===== config.mk =====
export PLATFORM = sky130hd
export DESIGN_NAME = serial_chan_ctrl
export DESIGN_NICKNAME = d
export VERILOG_FILES = /design/src/rtl/outctl_pkg.sv /design/src/rtl/outctl_sync.sv /design/src/rtl/outctl_shifter.sv /design/src/rtl/outctl_drive.sv /design/src/rtl/serial_chan_ctrl.sv
export SDC_FILE = /design/constraint.sdc
export NUM_CORES = 1
export LEC_CHECK = 0
export ABC_AREA = 1
export BUFFER_PORTS_ARGS = -buffer_cell sky130_fd_sc_hd__buf_2
export CAP_MARGIN = 20
export CORE_MARGIN = 3
export CORE_UTILIZATION = 44
export DETAILED_ROUTE_END_ITERATION = 10
export MAX_ROUTING_LAYER = met4
export PLACE_DENSITY = 0.77
export SETUP_SLACK_MARGIN = 0.02
export SYNTH_ARGS = -nofsm -noshare
export SYNTH_HDL_FRONTEND = slang
export SYNTH_SLANG_ARGS = --single-unit

===== constraint.sdc =====
create_clock -name clk -period 1.3 [get_ports clk]
set_input_delay 0.065 -clock clk [delete_from_list [all_inputs] [get_ports clk]]
set_output_delay 0.065 -clock clk [all_outputs]
set_load 0.01 [all_outputs]

===== src/rtl/outctl_pkg.sv =====
package outctl_pkg;
    parameter int unsigned CHAN_N  = 8;
    parameter int unsigned SER_N   = 6;
    parameter int unsigned FRAME_W = 8;
    parameter int unsigned SYNC_N  = 2;
endpackage


===== src/rtl/outctl_sync.sv =====
module outctl_sync #(
    parameter int unsigned STAGES  = 2,
    parameter logic        RST_VAL = 1'b0
) (
    input  logic clk,
    input  logic rst_n,
    input  logic async_i,
    output logic level_o
);
    logic [STAGES-1:0] pipe_d, pipe_q;

    always_comb begin
        pipe_d = {pipe_q[STAGES-2:0], async_i};
    end

    always_ff @(posedge clk or negedge rst_n) begin
        if (!rst_n) pipe_q <= {STAGES{RST_VAL}};
        else        pipe_q <= pipe_d;
    end

    assign level_o = pipe_q[STAGES-1];
endmodule


===== src/rtl/outctl_shifter.sv =====
module outctl_shifter #(
    parameter int unsigned FRAME_W = outctl_pkg::FRAME_W,
    parameter int unsigned SER_N   = outctl_pkg::SER_N
) (
    input  logic               clk,
    input  logic               rst_n,
    input  logic               cs_n_i,
    input  logic               sclk_i,
    input  logic               si_i,
    input  logic [FRAME_W-1:0] fault_i,
    output logic               so_o,
    output logic               so_oe_o,
    output logic               load_o,
    output logic [SER_N-1:0]   cmd_o
);
    typedef struct packed {
        logic [FRAME_W-1:0] sr;
        logic               si_cap;
        logic               active;
        logic               cs_prev;
        logic               sclk_prev;
    } shift_st_t;

    shift_st_t st_d, st_q;
    logic cs_fall, cs_rise, sclk_rise, sclk_fall;

    always_comb begin
        cs_fall   =  st_q.cs_prev & ~cs_n_i;
        cs_rise   = ~st_q.cs_prev &  cs_n_i;
        sclk_rise = ~st_q.sclk_prev &  sclk_i;
        sclk_fall =  st_q.sclk_prev & ~sclk_i;

        st_d           = st_q;
        st_d.cs_prev   = cs_n_i;
        st_d.sclk_prev = sclk_i;

        if (cs_fall) begin
            st_d.active = 1'b1;
            st_d.sr     = fault_i;
        end else if (cs_rise) begin
            st_d.active = 1'b0;
        end else if (st_q.active) begin
            if (sclk_rise) st_d.si_cap = si_i;
            if (sclk_fall) st_d.sr     = {st_q.sr[FRAME_W-2:0], st_q.si_cap};
        end
    end

    always_ff @(posedge clk or negedge rst_n) begin
        if (!rst_n) begin
            st_q.sr        <= '0;
            st_q.si_cap    <= 1'b0;
            st_q.active    <= 1'b0;
            st_q.cs_prev   <= 1'b1;
            st_q.sclk_prev <= 1'b0;
        end else begin
            st_q <= st_d;
        end
    end

    assign so_o    = st_q.active & st_q.sr[FRAME_W-1];
    assign so_oe_o = st_q.active;
    assign load_o  = cs_rise & st_q.active;
    assign cmd_o   = st_q.sr[SER_N-1:0];

    assert_oe_off_R5: assert property (@(posedge clk) disable iff (!rst_n)
        cs_rise |=> !so_oe_o);
    assert_oe_on_R5: assert property (@(posedge clk) disable iff (!rst_n)
        cs_fall |=> so_oe_o);
    assert_fault_capture_R1: assert property (@(posedge clk) disable iff (!rst_n)
        cs_fall |=> (st_q.sr == $past(fault_i)));
    assert_so_hold_R10: assert property (@(posedge clk) disable iff (!rst_n)
        (st_q.active && !sclk_fall && !cs_rise && !cs_fall) |=> $stable(so_o));
endmodule


===== src/rtl/outctl_drive.sv =====
module outctl_drive #(
    parameter int unsigned CHAN_N = outctl_pkg::CHAN_N,
    parameter int unsigned SER_N  = outctl_pkg::SER_N
) (
    input  logic              clk,
    input  logic              rst_n,
    input  logic              mode_i,
    input  logic              load_i,
    input  logic [SER_N-1:0]  cmd_i,
    input  logic [CHAN_N-1:0] par_i,
    output logic [CHAN_N-1:0] out_o
);
    logic [SER_N-1:0] cmd_d, cmd_q;

    always_comb begin
        if (!mode_i)     cmd_d = '0;
        else if (load_i) cmd_d = cmd_i;
        else             cmd_d = cmd_q;
    end

    always_ff @(posedge clk or negedge rst_n) begin
        if (!rst_n) cmd_q <= '0;
        else        cmd_q <= cmd_d;
    end

    for (genvar i = 0; i < CHAN_N; i++) begin : g_chan
        if (i < SER_N) begin : g_ser
            assign out_o[i] = par_i[i] | cmd_q[i];
        end else begin : g_par
            assign out_o[i] = par_i[i];
        end
    end

    assert_mode_clear_R9: assert property (@(posedge clk) disable iff (!rst_n)
        !mode_i |=> (cmd_q == '0));
    assert_cmd_hold_R2: assert property (@(posedge clk) disable iff (!rst_n)
        (mode_i && !load_i) |=> $stable(cmd_q));
    assert_cmd_load_R2: assert property (@(posedge clk) disable iff (!rst_n)
        (mode_i && load_i) |=> (cmd_q == $past(cmd_i)));
endmodule


===== src/rtl/serial_chan_ctrl.sv =====
module serial_chan_ctrl #(
    parameter int unsigned CHAN_N  = outctl_pkg::CHAN_N,
    parameter int unsigned SER_N   = outctl_pkg::SER_N,
    parameter int unsigned FRAME_W = outctl_pkg::FRAME_W,
    parameter int unsigned SYNC_N  = outctl_pkg::SYNC_N
) (
    input  logic              clk,
    input  logic              rst_n,
    input  logic              sclk_i,
    input  logic              cs_n_i,
    input  logic              si_i,
    input  logic              mode_i,
    input  logic [CHAN_N-1:0] par_i,
    input  logic [CHAN_N-1:0] fault_i,
    output logic              so_o,
    output logic              so_oe_o,
    output logic [CHAN_N-1:0] out_o
);
    localparam int unsigned PIN_N = 4;
    localparam logic [PIN_N-1:0] PIN_RST = 4'b0010;

    logic [PIN_N-1:0] pin_raw, pin_sync;
    logic             load;
    logic [SER_N-1:0] cmd;

    assign pin_raw = {mode_i, si_i, cs_n_i, sclk_i};

    for (genvar p = 0; p < PIN_N; p++) begin : g_sync
        outctl_sync #(.STAGES(SYNC_N), .RST_VAL(PIN_RST[p])) i_sync (
            .clk     (clk),
            .rst_n   (rst_n),
            .async_i (pin_raw[p]),
            .level_o (pin_sync[p])
        );
    end

    outctl_shifter #(.FRAME_W(FRAME_W), .SER_N(SER_N)) i_shifter (
        .clk     (clk),
        .rst_n   (rst_n),
        .cs_n_i  (pin_sync[1]),
        .sclk_i  (pin_sync[0]),
        .si_i    (pin_sync[2]),
        .fault_i (fault_i[FRAME_W-1:0]),
        .so_o    (so_o),
        .so_oe_o (so_oe_o),
        .load_o  (load),
        .cmd_o   (cmd)
    );

    outctl_drive #(.CHAN_N(CHAN_N), .SER_N(SER_N)) i_drive (
        .clk    (clk),
        .rst_n  (rst_n),
        .mode_i (pin_sync[3]),
        .load_i (load),
        .cmd_i  (cmd),
        .par_i  (par_i),
        .out_o  (out_o)
    );

    assert_pins67_R4: assert property (@(posedge clk) disable iff (!rst_n)
        $stable(par_i[CHAN_N-1:SER_N]) |-> $stable(out_o[CHAN_N-1:SER_N]));
endmodule


==> results of run 1 <==
-- cells by family after synthesis --
logic type / synth area share (%)
adder cells (fa/ha/maj): 3.11
flip-flops: 54.1
buffers and inverters: 8.18
AND/OR/NAND/NOR: 28.6
AO/OA/AOI/OAI: 6.01
-- layout make-up --
type	count	area, um^2	share of cell area, %
clock buffer	4	26.3	1.72
inverter	16	65.1	4.26
multi-input combinational	93	524	34.3
sequential	26	656	43.0
tap	30	37.5	2.46
timing repair buffer	35	218	14.3
-- worst max-delay path by stage --
stage / start / end / slack, ns / depth (start not counted)
5_1_grt: i_shifter.st_q[1] / i_shifter.cmd_o[0] / -0.16 / 6
3_5_place_dp: g_sync[1].i_sync.pipe_q[1] / i_drive.cmd_q[5] / -0.18 / 4
6_report: i_shifter.st_q[1] / i_shifter.st_q[11] / -0.09 / 6
3_3_place_gp: g_sync[1].i_sync.pipe_q[1] / i_drive.cmd_q[2] / -0.12 / 4
2_1_floorplan: i_shifter.st_q[1] / i_shifter.cmd_o[0] / 0.02 / 6
4_1_cts: g_sync[1].i_sync.pipe_q[1] / i_drive.cmd_q[5] / -0.06 / 4
-- what timing repair did --
item                       4_1_cts  5_1_grt
pin swaps                        4        9
gates cloned                     0        0
resized for setup                8       13
setup endpoints to repair       14       17
hold buffers                     5        0
hold endpoints to repair        27        0
-- flip-flops by register name, summed over array words and instances, names as in the netlist --
| name | count |
|---|---|
| i_drive.cmd_q | 6 |
| g_sync.i_sync.pipe_q | 8 |
| i_shifter.st_q | 5 |
| i_shifter.so_oe_o | 1 |
| i_shifter.cmd_o | 6 |
-- synth_stat cells --
cell | instances | area (um^2)
o21ai_2 | 1 | 8.76
inv_2 | 1 | 3.75
dfstp_2 | 3 | 78.8
buf_2 | 1 | 5.00
dfrtp_1 | 23 | 576
nand4_1 | 1 | 6.26
buf_4 | 3 | 22.5
buf_6 | 1 | 11.3
ha_1 | 3 | 37.5
nor2_1 | 10 | 37.5
inv_1 | 15 | 56.3
nand2_4 | 1 | 11.3
or2_2 | 6 | 37.5
a21oi_4 | 1 | 16.3
nand2_1 | 52 | 195
nand3_1 | 7 | 35.0
nor2_4 | 2 | 22.5
o21bai_1 | 1 | 7.51
o21ai_0 | 8 | 40.0
-- power by group through the flow --
stage	clock (mW)	sequential [mW]	combinational, mW
after global placement	0	0.959	0.285
after detailed placement	0	0.961	0.291
after global routing	0.395	0.967	0.373
final	0.348	0.955	0.331
after CTS	0.358	0.950	0.316
after floorplan	0	0.946	0.207
-- worst max-delay path, delay by kind of cell, from the launching register on --
kind / cells / cell delay, ns
DFF: 1 / 0.61
and+or+nand+nor: 3 / 0.34
AOI/OAI and AO/OA: 1 / 0.17
adders and majority gates: 1 / 0.16
buffers and inverters: 1 / 0.06
-- metal layers --
layer  wire (um)  up-vias  global-route usage [%]
met2        1060       32                    22.0
met1        1040      431                    20.5
met3         143        5                    2.85
met4          32        0                    5.96
met5           0        -                       -
li1            -      494                       -
==> flow_summary.ini, run 1 <==
[synth]
netlist_area_um2 = 1210
ys_types = 19
yosysSeqAreaShare_pct = 54.1
synth.yosys.warnings = 0
syn_avg_cell_area_um2 = 8.63
ys_ff_latch = 26
syn_inst = 140
synth_nets = 165

[layout]
filler_cell_count = 232
final_cell_count_no_fill = 204
layout_commonest_cell = nand2_1
area_growth_pct = 26.3
final_cell_mix = 49 x nand2_1, 26 x buf_2, 22 x dfrtp_1, 13 x inv_1, 8 x nor2_1
stdcell_area_um2 = 1530
drive_above_1_share_pct = 34.5
n_antenna_cell = 0
layout.nets = 200
final_core_util_pct = 60.0

[global_routing]
antenna_found_initial = 0
grt_pass1_vias = 889
grt_overflow = 0
track_usage_pct = 15.0
grt_pass1_wl_mm = 3.84
grt_max_degree = 27

[clock_tree]
htreeDepth = 1
cts_root_buf = clkbuf_4
worstSkewPairLatency_ns = 0.32
cts_made_buffers = 3
cts_tree = built
cts_setup_buffers = 0
cts.reportedPaths.clkPinSlew_ns = 0.13
clock_sinks = 26
clk_path_buf_depth = 2

[critical_path]
r2r_end = i_shifter.st_q[11]
crit_path_max_fanout = 8
cp_cell_sequence = inv_4, ha_4, o21bai_4, nor2_4, nand2_1, nand2_1
reg2reg_slack_ns = -0.09
critical_path_class = flop to flop
critPathLaunchType = flop
crit_slowest_cell = dfstp_2
crit_top_cell = nand2_1
worst_setup_path_end_kind = flop
cp.arrival_ns = 1.66
r2r-start = i_shifter.st_q[1]
critPathMaxStageDelay_ns = 0.61
reg2reg_depth = 6
critPathRequiredTime_ns = 1.57

[worst_hold_path]
min_path_type = input pin to flop
min_to = i_shifter.cmd_o[4]
holdPathStages = 5
hold_start = fault_i[4]

[floorplanning]
initial_core_util_pct = 47.5
dieWidth_um = 58.4
core_region_area_um2 = 2540
rows = 18
fp.dieArea_um2 = 3410
die_h_um = 58.4
ioPinCount = 32

[job]
maxCapViolCount = 0

[placement]
place_congestion = 0.839
placedInstanceArea_um2 = 1380
placed_cells = 195
dp_hpwl_mm = 1.56
io_buffers = 27
dp_slack_ns = -0.177

[run_status]
outcome = complete, but fails checks
violations = setup timing

[timing]
skew_ns = 0.00894
final.setup.tns_ns = -0.663
rsz0062_at_grt = true
final-setup-viol-count = 8
max_slew_margin_pct = 61.7
slew_viol_final = 0
period_share_pct = 107
timing.fmax_mhz = 719
finalCriticalPeriod_ns = 1.39
worst_slack_ns = -0.0909
hold_slack_ns = 0.0167
tightest_slew_ns = 0.574
hold_viol = 0

[pwr]
p_total_mw = 1.63
internal_power_mw = 1.16
switching_share_pct = 28.9
leakage_nw = 0.797
comb_power_share_pct = 20.2
peakVddDrop_v = 0.000702
p_switching_mw = 0.472
power_density_nw_per_um2 = 1070
seq_power_share_pct = 58.5
clockPowerShare_pct = 21.3

[route]
drtPass1Iterations = 4
wl_mm = 2.28
drc = 0
first_iter_violations = 24
wl_per_cell_um = 11.2
drtAntennaViolNets = 0
dr_total_vias = 962
viasPerCell = 4.72
Note: power is estimated with default switching activity, not from simulation.
==> run 2: changes to the inputs <==
CORE_UTILIZATION = 24   (was 44)
PLACE_DENSITY = 0.5   (was 0.77)
==> flow_summary.ini, run 2 (synthesis results as in run 1) <==
[run_status]
outcome = complete, but fails checks
violations = setup timing

[global_routing]
grt_pass1_wl_mm = 4.09
grt_pass1_vias = 933
grt_max_degree = 27
track_usage_pct = 8.81
antenna_found_initial = 0
grt_overflow = 0

[layout]
area_growth_pct = 36.5
layout_commonest_cell = nand2_1
layout.nets = 203
stdcell_area_um2 = 1650
final_core_util_pct = 34.5
n_antenna_cell = 0
drive_above_1_share_pct = 39.0
final_cell_mix = 47 x nand2_1, 27 x buf_2, 22 x dfrtp_1, 13 x inv_1
regMostFlops = g_sync.i_sync.pipe_q
largest_reg_flops = 8
final_cell_count_no_fill = 244

[clock_tree]
clock_sinks = 26
worstSkewPairLatency_ns = 0.27
cts.reportedPaths.clkPinSlew_ns = 0.10
cts_made_buffers = 3
cts_tree = built
clk_path_buf_depth = 2
htreeDepth = 1
cts_root_buf = clkbuf_8

[placement]
placedInstanceArea_um2 = 1440
dp_hpwl_mm = 1.74
placed_cells = 234
place_congestion = 0.772
io_buffers = 27

[timing]
finalCriticalPeriod_ns = 1.36
slew_viol_final = 0
hold_viol = 0
worst_slack_ns = -0.0576
skew_ns = 0.00810
timing.fmax_mhz = 737
rsz0062_at_grt = true
period_share_pct = 104
hold_slack_ns = 0.0740
final-setup-viol-count = 8
max_slew_margin_pct = 60.8
tightest_slew_ns = 0.588

[pwr]
power_density_nw_per_um2 = 1190
leakage_nw = 0.831
peakVddDrop_v = 0.000367

[route]
drtPass1Iterations = 3
viasPerCell = 3.98
drc = 0
wl_mm = 2.43
drtAntennaViolNets = 0
wl_per_cell_um = 9.97
first_iter_violations = 18
dr_total_vias = 972

[worst_hold_path]
min_to = i_shifter.st_q[10]
min_path_type = input pin to flop
holdPathStages = 5
hold_start = fault_i[6]

[critical_path]
reg2reg_slack_ns = -0.06
r2r-start = i_shifter.st_q[1]
reg2reg_depth = 6
cp.arrival_ns = 1.58
worst_setup_path_end_kind = flop
r2r_end = i_shifter.cmd_o[2]
crit_path_max_fanout = 8
critPathLaunchType = flop
critPathRequiredTime_ns = 1.52
critical_path_class = flop to flop

[job]
maxCapViolCount = 0

[floorplanning]
die_h_um = 77.0
rows = 25
fp.dieArea_um2 = 5920
core_region_area_um2 = 4790
initial_core_util_pct = 25.3
dieWidth_um = 77.0
ioPinCount = 32
run 2: cell types whose count changed in the layout (fill, tap and decap cells not counted), moves of 2 or more:
cell      change
clkbuf_4      -3
clkbuf_8      +3
buf_4         +2
nand2_1       -2
nand2_2       +2
nor2_1        -2
nor2_2        +2
o21ai_0       -2
o21ai_1       +2
run 2: repair_timing:
| item | in CTS | in global routing |
|---|---|---|
| hold buffers | 5 | 0 |
| pin swaps | 11 | 9 |
| setup endpoints to repair | 8 | 14 |
| setup buffers | 0 | 1 |
| gates resized for setup | 13 | 14 |
| endpoints found under the hold margin | 27 | 0 |
run 2: cell type report:
type,instances,area [um^2]
flip-flops and latches,26,656
multi-input cells,93,539
well taps,67,83.8
inverters,16,62.6
fillers,497,3140
clock buffers,3,41.3
clock inverters,1,30.0
repair buffers,38,238
run 2: through the flow:
step                      setup slack (ns)  setup TNS (ns)  total power [mW]
final                              -0.0576          -0.296              1.97
after global placement              -0.107          -0.635              1.26
after CTS                          -0.0563          -0.401              1.96
after detailed placement            -0.103          -0.754              1.26
after global routing                -0.116          -0.903              2.09
after floorplan                     0.0196               0              1.15
run 2: how the worst max path moves through the flow:
stage               depth (start not counted)                  startpoint  slack, ns                  to
floorplan                                   6           i_shifter.st_q[1]       0.02  i_shifter.cmd_o[0]
CTS                                         8  g_sync[1].i_sync.pipe_q[1]      -0.06  i_shifter.cmd_o[2]
global route                                7           i_shifter.st_q[1]      -0.12  i_shifter.cmd_o[5]
detailed placement                          6           i_shifter.st_q[1]      -0.10  i_shifter.cmd_o[2]
global placement                            8           i_shifter.st_q[1]      -0.11  i_shifter.cmd_o[2]
finish                                      6           i_shifter.st_q[1]      -0.06  i_shifter.cmd_o[2]
run 2: critical path, stage by stage (launching register included):
cell	delay (ns)
dfstp_2	0.57
inv_2	0.07
ha_4	0.16
o21bai_4	0.17
nor2_4	0.19
nand2_1	0.10
nand2_2	0.06
run 2: power breakdown:
| group | switching [mW] | internal (mW) | total (mW) | leakage (nW) |
|---|---|---|---|---|
| Clock | 0.261 | 0.412 | 0.673 | 0.0357 |
| Combinational | 0.188 | 0.153 | 0.341 | 0.466 |
| Sequential | 0.0592 | 0.894 | 0.953 | 0.328 |
run 2: per-layer routing:
| layer | vias up | global-route usage, % | part of all wire [%] | routed length, um |
|---|---|---|---|---|
| li1 | 500 | - | - | - |
| met1 | 446 | 11.5 | 50 | 1210 |
| met2 | 22 | 13.4 | 45 | 1080 |
| met3 | 4 | 2.35 | 4.5 | 110 |
| met4 | 0 | 2.72 | 1.2 | 29 |
| met5 | - | - | 0 | 0 |
==> run 3: changes to the inputs <==
CORE_UTILIZATION = 46   (was 24)
PLACE_DENSITY = 0.8   (was 0.5)
REMOVE_ABC_BUFFERS = 1   (was default)
==> flow_summary.ini, run 3 (synthesis results as in run 1) <==
[layout]
register_area_um2 = 656
n_antenna_cell = 0
drive_above_1_share_pct = 37.8
layout_commonest_cell = nand2_1
largest_reg_flops = 8
area_growth_pct = 31.2
layout.nets = 206
regMostFlops = g_sync.i_sync.pipe_q
final_cell_mix = 52 x nand2_1, 27 x buf_2, 22 x dfrtp_1, 13 x inv_1, 8 x buf_4
filler_cell_count = 201
multi_input_area_um2 = 526
final_cell_count_no_fill = 208

[clock_tree]
worstSkewPairLatency_ns = 0.32
cts.reportedPaths.clkPinSlew_ns = 0.14
cts_root_buf = clkbuf_4
cts_tree = built
cts_made_buffers = 3
clock_sinks = 26
htreeDepth = 1
clk_path_buf_depth = 2

[global_routing]
track_usage_pct = 16.5
grt_pass1_wl_mm = 4.15
grt_overflow = 0
grt_pass1_vias = 972
grt_max_degree = 27
antenna_found_initial = 0

[timing]
final.setup.tns_ns = -0.668
worst_slack_ns = -0.0921
tightest_slew_ns = 0.551
finalCriticalPeriod_ns = 1.39
timing.fmax_mhz = 718
final-setup-viol-count = 12
skew_ns = 0.00728
hold_viol = 0
max_slew_margin_pct = 63.2
rsz0062_at_grt = true
period_share_pct = 107
slew_viol_final = 0

[route]
drtAntennaViolNets = 0
wl_mm = 2.50
first_iter_violations = 34
wl_per_cell_um = 12.0
drc = 0
viasPerCell = 4.87
drtPass1Iterations = 4
dr_total_vias = 1013

[critical_path]
critPathRequiredTime_ns = 1.53
reg2reg_slack_ns = -0.09
cp.arrival_ns = 1.62
reg2reg_depth = 8
critical_path_class = flop to flop
r2r-start = g_sync[1].i_sync.pipe_q[1]
worst_setup_path_end_kind = flop
crit_path_max_fanout = 7
worstSetupStartpoint = g_sync[1].i_sync.pipe_q[1]
critPathLaunchType = flop

[pwr]
peakVddDrop_v = 0.000907
leakage_nw = 0.835
power_density_nw_per_um2 = 1170
p_total_mw = 1.85

[worst_hold_path]
holdPathStages = 5
hold_start = fault_i[1]
min_path_type = input pin to flop

[floorplanning]
ioPinCount = 32
rows = 17
initial_core_util_pct = 51.7
fp.dieArea_um2 = 3280
core_region_area_um2 = 2340
dieWidth_um = 57.3
die_h_um = 57.3

[run_status]
outcome = complete, but fails checks
violations = setup timing

[placement]
dp_hpwl_mm = 1.72
place_congestion = 0.764
placed_cells = 197
io_buffers = 27

[job]
maxCapViolCount = 0
[run 3: cell count changes in the layout (fill, tap and decap cells not counted), sizes merged]
cell	change
buf	+3
[run 3: final timing paths]
check,to
setup reg to reg,i_shifter.st_q[10]
max in group asynchronous,i_shifter.so_oe_o
hold / removal,i_shifter.cmd_o[1]
hold reg to reg,g_sync[1].i_sync.pipe_q[1]
setup / recovery,i_shifter.st_q[10]
min in group asynchronous,i_shifter.cmd_o[1]
[run 3: cell type report]
cell class,instances,area share [%]
clock buffer,3,1.42
clock inverter,1,1.89
inverter,16,3.79
multi-input combinational,93,33.1
sequential,26,41.4
tap,28,2.21
timing repair buffer,41,16.2
[run 3: timing repair]
action | 4_1_cts | 5_1_grt
resized for setup | 13 | 13
buffers inserted | 1 | 1
pin swaps | 14 | 6
hold buffers | 5 | 0
endpoints found under the setup margin | 15 | 16
hold endpoints to repair | 27 | 0
[run 3: per-layer routing]
layer  up-vias  routed length, um  GRT usage [%]
li1        508                  -              -
met1       468               1050           21.5
met2        33               1260           27.2
met3         4                161           2.26
met4         0                 29           3.97
met5         -                  0              -
[run 3: report_power, final]
| group | switching, mW | total, mW | leakage, nW | internal, mW |
|---|---|---|---|---|
| Combinational | 0.199 | 0.351 | 0.479 | 0.152 |
| Clock | 0.233 | 0.544 | 0.0279 | 0.311 |
| Sequential | 0.0583 | 0.952 | 0.328 | 0.894 |
[run 3: worst max-delay path, cell delays in order (launching register included)]
cell and delay (ns):
dfstp_2 0.57, inv_2 0.04, ha_4 0.18, buf_4 0.14, buf_4 0.14, nand2_1 0.06
nand2_1 0.06, nand2_1 0.06, nand2_1 0.05
[run 3: stage by stage]
stage          area, um^2  setup slack, ns  hold WS, ns  util, %
6_report             1590          -0.0921       0.0269     67.8
5_1_grt              1590           -0.163       0.0578     67.8
4_1_cts              1560          -0.0784       0.0302     66.5
3_5_place_dp         1390           -0.179       0.0871     59.5
3_3_place_gp         1390           -0.125       0.0800     59.5
2_1_floorplan        1170           -0.207       -0.231        -
